**src/rtl/acpi_seq_pkg.sv**
```systemverilog
package acpi_seq_pkg;
  typedef enum logic [1:0] {
    MODE_OFF  = 2'b00,
    MODE_RUN  = 2'b01,
    MODE_STBY = 2'b10
  } mode_e;

  typedef enum logic [1:0] {
    DRV_LOW  = 2'b00,
    DRV_SW   = 2'b01,
    DRV_STBY = 2'b10,
    DRV_HIZ  = 2'b11
  } drv_e;
endpackage

```
**src/rtl/sleep_filter.sv**
```systemverilog
module sleep_filter #(
  parameter int STABLE_CYC = 4
) (
  input  logic clk_i,
  input  logic rst_ni,
  input  logic raw_i,
  output logic lvl_o
);
  localparam int CW = $clog2(STABLE_CYC + 1);
  localparam logic [CW-1:0] CNT_TOP = CW'(STABLE_CYC - 1);

  logic          sync1_q, sync2_q, lvl_q;
  logic [CW-1:0] cnt_q;

  always_ff @(posedge clk_i or negedge rst_ni) begin
    if (!rst_ni) begin
      sync1_q <= 1'b0;
      sync2_q <= 1'b0;
      lvl_q   <= 1'b0;
      cnt_q   <= '0;
    end else begin
      sync1_q <= raw_i;
      sync2_q <= sync1_q;
      if (sync2_q == lvl_q) begin
        cnt_q <= '0;
      end else if (cnt_q == CNT_TOP) begin
        lvl_q <= sync2_q;
        cnt_q <= '0;
      end else begin
        cnt_q <= cnt_q + 1'b1;
      end
    end
  end

  assign lvl_o = lvl_q;
endmodule

```
**src/rtl/mode_fsm.sv**
```systemverilog
module mode_fsm
  import acpi_seq_pkg::*;
(
  input  logic  clk_i,
  input  logic  rst_ni,
  input  logic  mon_ok_i,
  input  logic  boot_good_i,
  input  logic  stby_n_i,
  input  logic  off_n_i,
  output mode_e mode_o
);
  mode_e mode_q, mode_d;

  always_comb begin
    mode_d = mode_q;
    if (!mon_ok_i || !off_n_i) begin
      mode_d = MODE_OFF;
    end else begin
      unique case (mode_q)
        MODE_OFF:  if (stby_n_i && boot_good_i) mode_d = MODE_RUN;
        MODE_RUN: begin
          if (!stby_n_i)        mode_d = MODE_STBY;
          else if (!boot_good_i) mode_d = MODE_OFF;
        end
        MODE_STBY: if (stby_n_i && boot_good_i) mode_d = MODE_RUN;
        default:   mode_d = MODE_OFF;
      endcase
    end
  end

  always_ff @(posedge clk_i or negedge rst_ni) begin
    if (!rst_ni) mode_q <= MODE_OFF;
    else         mode_q <= mode_d;
  end

  assign mode_o = mode_q;
endmodule

```
**src/rtl/fault_latch.sv**
```systemverilog
module fault_latch (
  input  logic clk_i,
  input  logic rst_ni,
  input  logic set_i,
  input  logic main_good_i,
  input  logic boot_good_i,
  input  logic off_n_i,
  output logic fault_o
);
  logic main_prev_q, boot_prev_q, off_prev_q, fault_q;
  logic recycle;

  // A drop of a supply or the shutdown request counts as a recycle
  assign recycle = (main_prev_q & ~main_good_i) |
                   (boot_prev_q & ~boot_good_i) |
                   (off_prev_q  & ~off_n_i);

  always_ff @(posedge clk_i or negedge rst_ni) begin
    if (!rst_ni) begin
      main_prev_q <= 1'b0;
      boot_prev_q <= 1'b0;
      off_prev_q  <= 1'b0;
      fault_q     <= 1'b0;
    end else begin
      main_prev_q <= main_good_i;
      boot_prev_q <= boot_good_i;
      off_prev_q  <= off_n_i;
      if (set_i)        fault_q <= 1'b1;
      else if (recycle) fault_q <= 1'b0;
    end
  end

  assign fault_o = fault_q;
endmodule

```
**src/rtl/rail_ctrl.sv**
```systemverilog
module rail_ctrl
  import acpi_seq_pkg::*;
(
  input  logic       clk_i,
  input  logic       rst_ni,
  input  mode_e      mode_i,
  input  logic       shut_i,
  input  logic       in_reg_i,
  input  logic       ss_done_i,
  output logic       main_en_o,
  output logic       term_en_o,
  output logic       core_en_o,
  output logic [1:0] main_drv_o,
  output logic [1:0] term_drv_o,
  output logic [1:0] core_drv_o,
  output logic       ss_req_o,
  output logic       freq_dbl_o
);
  logic sec_on_q;
  logic run;

  assign run = (mode_i == MODE_RUN) && !shut_i;

  // Secondary rails follow only once the main rail is up
  always_ff @(posedge clk_i or negedge rst_ni) begin
    if (!rst_ni)                 sec_on_q <= 1'b0;
    else if (!run)               sec_on_q <= 1'b0;
    else if (in_reg_i && ss_done_i) sec_on_q <= 1'b1;
  end

  assign main_en_o  = !shut_i && (mode_i != MODE_OFF);
  assign term_en_o  = run && sec_on_q;
  assign core_en_o  = run && sec_on_q;
  assign ss_req_o   = run && !sec_on_q;
  assign freq_dbl_o = !shut_i && (mode_i == MODE_STBY);

  always_comb begin
    main_drv_o = DRV_LOW;
    if (!shut_i) begin
      unique case (mode_i)
        MODE_RUN:  main_drv_o = DRV_SW;
        MODE_STBY: main_drv_o = DRV_STBY;
        default:   main_drv_o = DRV_LOW;
      endcase
    end
  end

  assign term_drv_o = term_en_o ? DRV_SW : DRV_HIZ;
  assign core_drv_o = core_en_o ? DRV_SW : DRV_LOW;
endmodule

```
**src/rtl/acpi_pwr_seq.sv**
```systemverilog
module acpi_pwr_seq
  import acpi_seq_pkg::*;
#(
  parameter int STABLE_CYC = 4
) (
  input  logic       clk_i,
  input  logic       rst_ni,
  input  logic       ref_good_i,
  input  logic       main_good_i,
  input  logic       boot_good_i,
  input  logic       stby_req_ni,
  input  logic       off_req_ni,
  input  logic       ss_done_i,
  input  logic       in_reg_i,
  input  logic       ocp_i,
  input  logic       ot_i,
  output logic [1:0] mode_o,
  output logic       main_en_o,
  output logic       term_en_o,
  output logic       core_en_o,
  output logic [1:0] main_drv_o,
  output logic [1:0] term_drv_o,
  output logic [1:0] core_drv_o,
  output logic       ss_req_o,
  output logic       freq_dbl_o
);
  localparam int NSLP = 2;

  logic [NSLP-1:0] slp_raw, slp_lvl;
  mode_e           mode;
  logic            fault, shut, mon_ok;

  assign slp_raw = {off_req_ni, stby_req_ni};

  for (genvar g = 0; g < NSLP; g++) begin : g_slp
    sleep_filter #(.STABLE_CYC(STABLE_CYC)) u_filt (
      .clk_i (clk_i),
      .rst_ni(rst_ni),
      .raw_i (slp_raw[g]),
      .lvl_o (slp_lvl[g])
    );
  end

  // Boot supply is only looked at once reference and main supply are good
  assign mon_ok = ref_good_i && main_good_i;

  mode_fsm u_fsm (
    .clk_i      (clk_i),
    .rst_ni     (rst_ni),
    .mon_ok_i   (mon_ok),
    .boot_good_i(boot_good_i),
    .stby_n_i   (slp_lvl[0]),
    .off_n_i    (slp_lvl[1]),
    .mode_o     (mode)
  );

  fault_latch u_fault (
    .clk_i      (clk_i),
    .rst_ni     (rst_ni),
    .set_i      (ocp_i && (mode == MODE_RUN)),
    .main_good_i(main_good_i),
    .boot_good_i(boot_good_i),
    .off_n_i    (slp_lvl[1]),
    .fault_o    (fault)
  );

  assign shut = fault || ot_i;

  rail_ctrl u_rail (
    .clk_i     (clk_i),
    .rst_ni    (rst_ni),
    .mode_i    (mode),
    .shut_i    (shut),
    .in_reg_i  (in_reg_i),
    .ss_done_i (ss_done_i),
    .main_en_o (main_en_o),
    .term_en_o (term_en_o),
    .core_en_o (core_en_o),
    .main_drv_o(main_drv_o),
    .term_drv_o(term_drv_o),
    .core_drv_o(core_drv_o),
    .ss_req_o  (ss_req_o),
    .freq_dbl_o(freq_dbl_o)
  );

  assign mode_o = mode;
endmodule

```
**config.mk**
```make
export PLATFORM = sky130hd
export DESIGN_NAME = acpi_pwr_seq
export DESIGN_NICKNAME = d
export VERILOG_FILES = /design/src/rtl/acpi_seq_pkg.sv /design/src/rtl/sleep_filter.sv /design/src/rtl/mode_fsm.sv /design/src/rtl/fault_latch.sv /design/src/rtl/rail_ctrl.sv /design/src/rtl/acpi_pwr_seq.sv
export SDC_FILE = /design/constraint.sdc
export NUM_CORES = 1
export LEC_CHECK = 0
export ABC_AREA = 1
export BUFFER_PORTS_ARGS = -buffer_cell sky130_fd_sc_hd__clkbuf_2
export CORE_ASPECT_RATIO = 0.8
export CORE_MARGIN = 4
export CORE_UTILIZATION = 44
export DETAILED_ROUTE_END_ITERATION = 8
export PLACE_DENSITY_LB_ADDON = 0.2
export SETUP_SLACK_MARGIN = 0.15
export SYNTH_ARGS = -nofsm -noshare
export SYNTH_HDL_FRONTEND = slang
export SYNTH_SLANG_ARGS = --single-unit
```
**constraint.sdc**
```tcl
create_clock -name clk_i -period 1.1 [get_ports clk_i]
set_clock_uncertainty 0.15 [all_clocks]
set_input_delay 0.22 -clock clk_i [delete_from_list [all_inputs] [get_ports clk_i]]
set_output_delay 0.22 -clock clk_i [all_outputs]
set_load 0.02 [all_outputs]
```
==> flow_summary.ini, run 1 <==
[run_status]
status = finished with violations
failed_checks = negative setup slack

[logic_synthesis]
yosysWarnings = 0
synth_nets = 94
synth.largest_area_cell = dfrtp_1
synthTopCellsByArea = dfrtp_1, buf_4, inv_1
yosysTopAreaCellShare_pct = 58.5
syn_area_per_cell_um2 = 10.0
yosysSeqAreaShare_pct = 58.5
syn_area_um2 = 813
synth_cell_types = 18
synth_cells = 81
ys_ff_latch = 19

[setup_path]
cp.arrival_ps = 1290
critical_path_class = reg -> out
slowest_delay_ps = 460
ff2ff_setup_slack_ps = -130
cp_cell_sequence = nor2_4, nand2_4, nor2_4, inv_2, buf_6
cp_slowest_cell = dfrtp_2
worstSetupStartpointType = flop
end_kind = output pin
cp_common_cell = nor2_4
worstPathMaxFanout = 4
critical_path_required_ps = 730

[clocking]
cts_buffers = 3
clockBufferDepth = 2
cts_tree = built
insertion_delay_ps = 300
root_buffer = clkbuf_4
clock-sinks = 19
path_clk_slew_ps = 110
cts_max_level = 1

[drt]
dr.pass1.iters = 4
drt-wirelength-per-cell_um = 12.4
vias = 674
wl_mm = 1.78
ant_nets = 0
drc = 0
vias_per_cell = 4.71
drt_iter0_markers = 18

[pwr]
power.leakage_nw = 0.618
comb_power_share_pct = 30.5
p_clk_share_pct = 19.5
power.internal_mw = 1.25
ir_worst_vdd_mv = 1.44
seqPwrFrac_pct = 50.0
swShare_pct = 32.3
p_sw_mw = 0.597
p_per_area_mw_per_mm2 = 1430

[timing]
fmax_mhz = 603
final-setup-viol-count = 13
maxSlewViolCount = 0
min_period_ps = 1660
post-route-period-util_pct = 151
setup_slack_ps = -559
rsz0062_at_grt = true
hold_viol = 0
fin_hold_ws_ps = 64.6

[placed_design]
io_buffer_count = 21
routabilityCongestion = 0.757
post_dp_cell_area_um2 = 982
hpwl_mm = 1.04

[run]
max-cap-violations = 0

[floorplan]
coreArea_mm2 = 0.00169
row_count = 13
fp.dieH_um = 46.5
start_util_pct = 48.1
fp.dieW_um = 56.1
die-area_mm2 = 0.00260
boundaryPins = 24

[final_layout]
final_common_cell = dfrtp_1
drive_gt1_share_pct = 55.4
layout_common_cells = dfrtp_1, buf_4, nand2_1, clkbuf_2, dlygate4sd3_1
final_area_mm2 = 0.00129
antenna_cells = 0
syn2layout_area_growth_pct = 59.1
fin_nets = 135

[global_routing]
grt_pass1_wl_mm = 2.85
grt_max_degree = 20
first_global_vias = 655
gr-total-overflow = 0
grt_antenna_before_repair = 0
grt_usage_pct = 14.8

[min_path]
min_path_type = in -> reg
## synth_stat cells (all sizes together)
library cell / n
buf: 6
a21oi: 2
nand4: 1
nor3: 3
nor2: 12
dfrtp: 19
ha: 2
conb: 2
xnor2: 2
nand3: 1
o21ai: 7
inv: 13
nand2: 11
## path summary, 6_finish.rpt
check,startpoint,depth (start not counted),end
hold / removal,boot_good_i,3,u_fsm.mode_o[0]
max in group asynchronous,rst_ni,2,u_fsm.mode_o[1]
min in group asynchronous,rst_ni,2,g_slp[0].u_filt.sync1_q
setup / recovery,u_fsm.mode_o[1],5,term_drv_o[1]
hold reg to reg,g_slp[1].u_filt.sync1_q,0,g_slp[1].u_filt.sync2_q
setup reg to reg,u_fsm.mode_o[1],5,u_rail.sec_on_q
## final cells by class
cell class	count	area (µm²)
clock buffer	3	22.5
clock inverter	1	7.51
fill	117	398
inverter	13	53.8
multi-input combinational	43	339
sequential	19	478
tap	22	27.5
timing repair buffer	42	365
## routing by layer
metal | share of wire, % | track usage (%) | vias up
met5 | 0 | 0 | -
met4 | 0.90 | 4.27 | 0
met3 | 6.5 | 5.60 | 2
met2 | 53 | 27.0 | 19
met1 | 40 | 16.6 | 333
li1 | - | - | 320
## power by group through the flow
stage | Sequential (mW) | Clock (mW) | Combinational, mW
after floorplan | 0.915 | 0 | 0.278
after global placement | 0.920 | 0 | 0.356
after detailed placement | 0.926 | 0 | 0.367
after CTS | 0.926 | 0.371 | 0.538
after global routing | 0.941 | 0.407 | 0.656
final | 0.924 | 0.359 | 0.563
## cells by family (layout without fill, tap and decap cells)
logic type | Yosys count | after routing | synth area share, %
and+or+nand+nor | 28 | 28 | 17.8
buffers and inverters | 19 | 59 | 11.5
AOI/OAI and AO/OA | 9 | 9 | 6.00
other | 2 | 2 | 0.923
xor gates and xnor gates | 2 | 2 | 2.15
adders and majority gates | 2 | 2 | 3.08
DFF | 19 | 19 | 58.5
## per-stage QoR
stage / setup WS [ps] / setup TNS (ps) / cells / power (mW) / util [%]
CTS: -541 / -5570 / 141 / 1.83 / 74.3
detailed placement: -248 / -1850 / 123 / 1.29 / 58.1
finish: -559 / -5680 / 143 / 1.85 / 76.5
floorplan: -341 / -2140 / 81 / 1.19 / -
global placement: -201 / -1620 / 123 / 1.28 / 58.1
global route: -636 / -6490 / 143 / 2.00 / 76.5
## what timing repair did
action | 4_1_cts | 5_1_grt
hold endpoints to repair | 25 | 1
hold buffers | 7 | 1
setup buffers | 7 | 1
pin swaps | 10 | 6
endpoints found under the setup margin | 23 | 25
resized for setup | 34 | 18
## state kept, by name (all words and copies together), names as in the netlist
| signal | flops |
|---|---|
| u_fault.main_prev_q | 1 |
| u_fault.fault_o | 1 |
| u_fault.boot_prev_q | 1 |
| g_slp.u_filt.sync1_q | 2 |
| u_fsm.mode_o | 2 |
| g_slp.u_filt.cnt_q | 6 |
| u_fault.off_prev_q | 1 |
| g_slp.u_filt.sync2_q | 2 |
| u_rail.sec_on_q | 1 |
| g_slp.u_filt.lvl_o | 2 |
## critical path, delay by kind of cell (launching register included)
| kind | cells | cell delay [ps] |
|---|---|---|
| buffers and inverters | 2 | 170 |
| and+or+nand+nor | 3 | 360 |
| DFF | 1 | 460 |
Note: power is estimated with default switching activity, not from simulation.
==> run 2, diff against run 1 <==
--- a/config.mk
+++ b/config.mk
@@ -9,10 +9,11 @@
 export BUFFER_PORTS_ARGS = -buffer_cell sky130_fd_sc_hd__clkbuf_2
 export CORE_ASPECT_RATIO = 0.8
 export CORE_MARGIN = 4
-export CORE_UTILIZATION = 44
+export CORE_UTILIZATION = 45
 export DETAILED_ROUTE_END_ITERATION = 8
 export PLACE_DENSITY_LB_ADDON = 0.2
 export SETUP_SLACK_MARGIN = 0.15
 export SYNTH_ARGS = -nofsm -noshare
 export SYNTH_HDL_FRONTEND = slang
+export SYNTH_HIERARCHICAL = 1
 export SYNTH_SLANG_ARGS = --single-unit
==> flow_summary.ini, run 2 <==
[timing]
hold_viol = 0
fmax_mhz = 566
rsz0062_at_grt = true
setup_slack_ps = -667
post-route-period-util_pct = 161
final-setup-viol-count = 13
min_period_ps = 1770
maxSlewViolCount = 0

[placed_design]
io_buffer_count = 21
post_dp_cell_area_mm2 = 0.00105
place_ws_ps = -323
routabilityCongestion = 0.740
hpwl_mm = 1.18

[floorplan]
row_count = 13
coreArea_mm2 = 0.00172
fp.dieH_um = 47.3
boundaryPins = 24
fp.dieW_um = 57.1
die-area_mm2 = 0.00270
start_util_pct = 50.3

[setup_path]
r2r-start = u_fault/fault_o
cp_slowest_cell = dfrtp_1
r2r_end = u_rail/sec_on_q
ff2ff_path_depth = 5
slowest_delay_ps = 380
cp.arrival_ps = 1400
critical_path_required_ps = 730
end_kind = output pin
path_buf_inv = 2
ff2ff_setup_slack_ps = -140
startpoint = u_fault/fault_o
worstPathMaxFanout = 3
cp_cell_sequence = or2_4, nor2_4, nand3_4, inv_4, clkbuf_8
critical_path_class = reg -> out
worstSetupStartpointType = flop
critPathTopFamily = simple AND/OR/NAND/NOR gates

[global_routing]
grt_usage_pct = 15.2
gr-total-overflow = 0
grt_max_degree = 20
grt_pass1_wl_mm = 3.02
first_global_vias = 749
grt_antenna_before_repair = 0

[pwr]
p_clk_share_pct = 19.2
power.leakage_nw = 0.666
comb_power_share_pct = 29.0
p_per_area_mw_per_mm2 = 1390
p_sw_mw = 0.623
ir_worst_vdd_mv = 1.04
swShare_pct = 34.2
seqPwrFrac_pct = 51.8
power.internal_mw = 1.20

[drt]
vias = 708
vias_per_cell = 4.57
dr.pass1.iters = 4
drt_iter0_markers = 13
drt-wirelength-per-cell_um = 12.2
wl_mm = 1.89
drc = 0
ant_nets = 0

[logic_synthesis]
synth-edff-count = 0
dominantRegCellSynth = dfrtp_1
synth.most_common_cell = nand2_1
yosysWarnings = 6
synth_cells = 102
synth.largest_area_cell = dfrtp_1
yosysTopAreaCellShare_pct = 54.8
syn_area_per_cell_um2 = 8.50
synthTopCellsByArea = dfrtp_1, nand2_1, inv_1
ys_ff_latch = 19
synth_common_cells = nand2_1, inv_1, dfrtp_1, nor2_1, nand2_2
synth_cell_types = 16
yosysSeqAreaShare_pct = 54.8
async_flop_share_pct = 100
synth_nets = 115
syn_area_um2 = 867

[final_layout]
final_area_mm2 = 0.00131
fin_nets = 147
layout_common_cells = dfrtp_1, inv_1, nand2_1
antenna_cells = 0
syn2layout_area_growth_pct = 51.5
utilization_pct = 76.2
final_common_cell = dfrtp_1
top_register = g_slp.u_filt/cnt_q
fillerInstances = 123
drive_gt1_share_pct = 52.6
largest_reg_flops = 6

[run_status]
failed_checks = negative setup slack
status = finished with violations

[min_path]
hold_depth = 3
holdPathEnd = u_fsm/mode_o[0]
worstHoldStart = boot_good_i
min_path_type = in -> reg

[clocking]
clockBufferDepth = 2
cts_max_level = 1
clock-sinks = 19
cts_tree = built
root_buffer = clkbuf_4
path_clk_slew_ps = 100
cts_buffers = 3
insertion_delay_ps = 300

[run]
max-cap-violations = 0
-- run 2: area by class of cell --
| type | instances | area, µm² | share of cell area, % |
|---|---|---|---|
| Tap cell | 22 | 27.5 | 2.10 |
| Sequential cell | 19 | 478 | 36.4 |
| Clock buffer | 3 | 22.5 | 1.71 |
| Multi-Input combinational cell | 56 | 390 | 29.7 |
| Clock inverter | 1 | 5.00 | 0.381 |
| Inverter | 21 | 81.3 | 6.19 |
| Timing Repair Buffer | 33 | 309 | 23.5 |
-- run 2: worst max-delay path by stage --
| stage | end | slack, ps | cells past startpoint |
|---|---|---|---|
| global route | freq_dbl_o | -750 | 4 |
| global placement | ss_req_o | -310 | 5 |
| CTS | ss_req_o | -660 | 5 |
| detailed placement | ss_req_o | -320 | 5 |
| finish | core_drv_o[0] | -670 | 5 |
| floorplan | core_drv_o[0] | -370 | 5 |
-- run 2: per-layer routing --
layer	vias to the layer above	GRT usage, %	routed length (µm)
met1	329	15.2	664
met2	25	31.4	1120
met3	4	3.57	84
li1	350	-	-
met5	-	0	0
met4	0	5.56	20
-- run 2: power by group through the flow --
stage          Combinational, mW  Clock, mW  Sequential (mW)
6_report                   0.529      0.350            0.944
5_1_grt                    0.601      0.414            0.958
4_1_cts                    0.476      0.370            0.939
3_5_place_dp               0.419          0            0.953
3_3_place_gp               0.393          0            0.947
2_1_floorplan              0.323          0            0.933
-- run 2: timing repair --
action | in CTS | in global routing
pin swaps | 7 | 7
setup buffers | 1 | 1
hold buffers | 5 | 0
gates resized for setup | 25 | 31
setup endpoints to repair | 23 | 32
endpoints found under the hold margin | 23 | 0
-- run 2: stage by stage --
step / total power, mW / cells / TNS (ps) / hold slack (ps)
global route: 1.97 / 155 / -7580 / 12.6
global placement: 1.34 / 144 / -2670 / 41.3
detailed placement: 1.37 / 144 / -2850 / 47.7
floorplan: 1.26 / 102 / -2300 / -226
CTS: 1.78 / 154 / -6530 / 9.54
finish: 1.82 / 155 / -6670 / 24.5
-- run 2: worst register-to-register path, stage by stage (launching register included) --
cell     delay, ps
dfrtp_1        380
or2_4          250
nor2_4         140
nand2_4         90
buf_6          120
nor2_2          70
-- run 2: logic make-up after synthesis --
group	synth area share (%)
flops	54.8
compound gates	1.73
simple gates	25.4
fa+ha+maj	2.89
other cells	0.866
buf+inv	14.3
==> run 3, diff against run 2 <==
--- a/config.mk
+++ b/config.mk
@@ -5,13 +5,12 @@
 export SDC_FILE = /design/constraint.sdc
 export NUM_CORES = 1
 export LEC_CHECK = 0
-export ABC_AREA = 1
 export BUFFER_PORTS_ARGS = -buffer_cell sky130_fd_sc_hd__clkbuf_2
 export CORE_ASPECT_RATIO = 0.8
 export CORE_MARGIN = 4
-export CORE_UTILIZATION = 45
+export CORE_UTILIZATION = 40
 export DETAILED_ROUTE_END_ITERATION = 8
-export PLACE_DENSITY_LB_ADDON = 0.2
+export PLACE_DENSITY_LB_ADDON = 0.3
 export SETUP_SLACK_MARGIN = 0.15
 export SYNTH_ARGS = -nofsm -noshare
 export SYNTH_HDL_FRONTEND = slang
==> flow_summary.ini, run 3 <==
[logic_synthesis]
synth_compound_area_share_pct = 3.53
async_flop_share_pct = 100
dominantRegCellSynth = dfrtp_1
synth-simple-area-share_pct = 22.3
synth.most_common_cell = dfrtp_1
synth_cell_types = 26
synth_fa_ha_area_share_pct = 3.07
synth-edff-count = 0
synth_cells = 65
ys_ff_latch = 19
synth_top_family_by_area = simple AND/OR/NAND/NOR gates
synthTopCellsByArea = dfrtp_1, buf_4, nor2b_4
synth_nets = 78
synthMuxAreaShare_pct = 3.23
syn_area_per_cell_um2 = 12.5
yosysSeqAreaShare_pct = 58.4
yosysTopAreaCellShare_pct = 58.4
synth.largest_area_cell = dfrtp_1
synth_common_cells = dfrtp_1, buf_4, nor2_1
yosysWarnings = 6
synthXorXnorAreaFrac_pct = 2.15
syn_area_um2 = 815

[run_status]
status = finished with violations
failed_checks = negative hold slack, negative setup slack

[setup_path]
path_depth = 5
ff2ff_path_depth = 4
cp_slowest_cell = dfrtp_1
slowest_delay_ps = 380
critical_path_required_ps = 730
path_buf_inv = 2
critical_path_class = reg -> out
critPathTopFamily = simple AND/OR/NAND/NOR gates
worstPathMaxFanout = 3
worstSetupStartpointType = flop
end_kind = output pin
cp.arrival_ps = 1670
cp_cell_sequence = or2_1, or3b_4, inv_2, and2_4, clkbuf_8

[global_routing]
first_global_vias = 642
grt_max_degree = 20
grt_pass1_wl_mm = 3.09
grt_antenna_before_repair = 0
grt_usage_pct = 14.5
gr-total-overflow = 0

[drt]
wl_mm = 1.80
drt_iter0_markers = 11
dr.pass1.iters = 4
vias = 608
ant_nets = 0
drt-wirelength-per-cell_um = 14.2
drc = 0
vias_per_cell = 4.79

[final_layout]
utilization_pct = 69.7
final_area_mm2 = 0.00133
fin_nets = 117
layout_common_cells = dfrtp_1, buf_6, clkbuf_2
antenna_cells = 0
top_register = g_slp.u_filt/cnt_q
largest_reg_flops = 6
final_common_cell = dfrtp_1
drive_gt1_share_pct = 63.1
syn2layout_area_growth_pct = 63.3

[clocking]
clock-sinks = 19
cts_buffers = 3
cts_max_level = 1
path_clk_slew_ps = 100
cts_tree = built
clockBufferDepth = 2
insertion_delay_ps = 290
root_buffer = clkbuf_4
holdBufCountCts = 4

[pwr]
power.leakage_nw = 0.617
p_per_area_mw_per_mm2 = 1530
ir_worst_vdd_mv = 1.28

[floorplan]
boundaryPins = 24
row_count = 14
die-area_mm2 = 0.00283
fp.dieW_um = 58.5
coreArea_mm2 = 0.00191
start_util_pct = 42.7
fp.dieH_um = 48.4

[placed_design]
hpwl_mm = 1.11
place_ws_ps = -631
post_dp_cell_area_mm2 = 0.00101
routabilityCongestion = 0.689
io_buffer_count = 21

[timing]
fmax_mhz = 491
rsz0062_at_grt = true
min_period_ps = 2040
fin_hold_ws_ps = -290
setup_slack_ps = -937
final-setup-viol-count = 20
maxSlewViolCount = 0
hold_viol = 19
post-route-period-util_pct = 185

[min_path]
min_path_type = in -> async

[run]
max-cap-violations = 0
==> run 3: cell types whose count changed after synthesis, moves of 2 or more <==
cell / previous run / this run
and2_1: 0 / 2
inv_1: 20 / 1
nand2_1: 22 / 3
nand2_2: 7 / 0
nand2b_1: 0 / 3
nand3_1: 3 / 0
nor2_1: 12 / 5
nor2_2: 2 / 0
nor2b_4: 0 / 2
nor3b_1: 0 / 3
nor3b_2: 0 / 2
xnor2_1: 0 / 2
==> run 3: routing by layer <==
metal	vias up	part of all wire [%]	global-route usage [%]
met5	-	0	0
met4	0	2.2	3.47
met3	6	5.3	5.32
met2	21	55	25.5
met1	297	37	16.5
li1	284	-	-
==> run 3: area by class of cell <==
| type | instances | area, µm² |
|---|---|---|
| Fill cell | 125 | 579 |
| Sequential cell | 19 | 479 |
| Multi-Input combinational cell | 38 | 410 |
| Timing Repair Buffer | 40 | 377 |
| Tap cell | 24 | 30.0 |
| Clock buffer | 4 | 26.3 |
| Inverter | 2 | 7.51 |
==> run 3: metrics by stage <==
| stage | total power, mW | TNS [ps] | hold WS (ps) | instances |
|---|---|---|---|---|
| finish | 2.04 | -8990 | -290 | 127 |
| detailed placement | 1.46 | -5360 | 48.9 | 112 |
| global route | 2.20 | -10180 | -281 | 127 |
| CTS | 2.00 | -9050 | -289 | 126 |
| floorplan | 1.28 | -4740 | -226 | 65 |
| global placement | 1.42 | -4990 | 45.6 | 112 |
==> run 3: kinds of logic after synthesis <==
group	count (synthesis)
XOR/XNOR	2
AND/OR/NAND/NOR	26
adder cells (fa/ha/maj)	2
multiplexers	2
other	2
AO/OA/AOI/OAI	4
buffers and inverters	8
flip-flops	19
==> run 3: report_power, final <==
part	switching, mW	total [mW]	leakage (nW)	internal [mW]
logic	0.272	0.725	0.364	0.453
clock network	0.189	0.330	0.0150	0.141
registers	0.147	0.982	0.237	0.836
total	0.608	2.04	0.617	1.43
==> run 3: final timing paths <==
kind,startpoint,slack [ps],end
worst max register to register,u_fault/fault_o,-340,u_rail/sec_on_q
max in group asynchronous,rst_ni,740,u_fsm/mode_o[0]
worst max-delay path,u_fault/fault_o,-940,term_en_o
worst min-delay path,rst_ni,-290,g_slp[1].u_filt/sync2_q
worst min register to register,g_slp[1].u_filt/sync1_q,210,g_slp[1].u_filt/sync2_q
min in group clk_i,boot_good_i,60,u_fsm/mode_o[0]
==> run 3: repair_timing <==
item                                   4_1_cts  5_1_grt
endpoints found under the hold margin       23       19
pin swaps                                    4        1
setup endpoints to repair                   23       23
resized for setup                           36       15
buffers inserted                             6        1
gates cloned                                 0        0
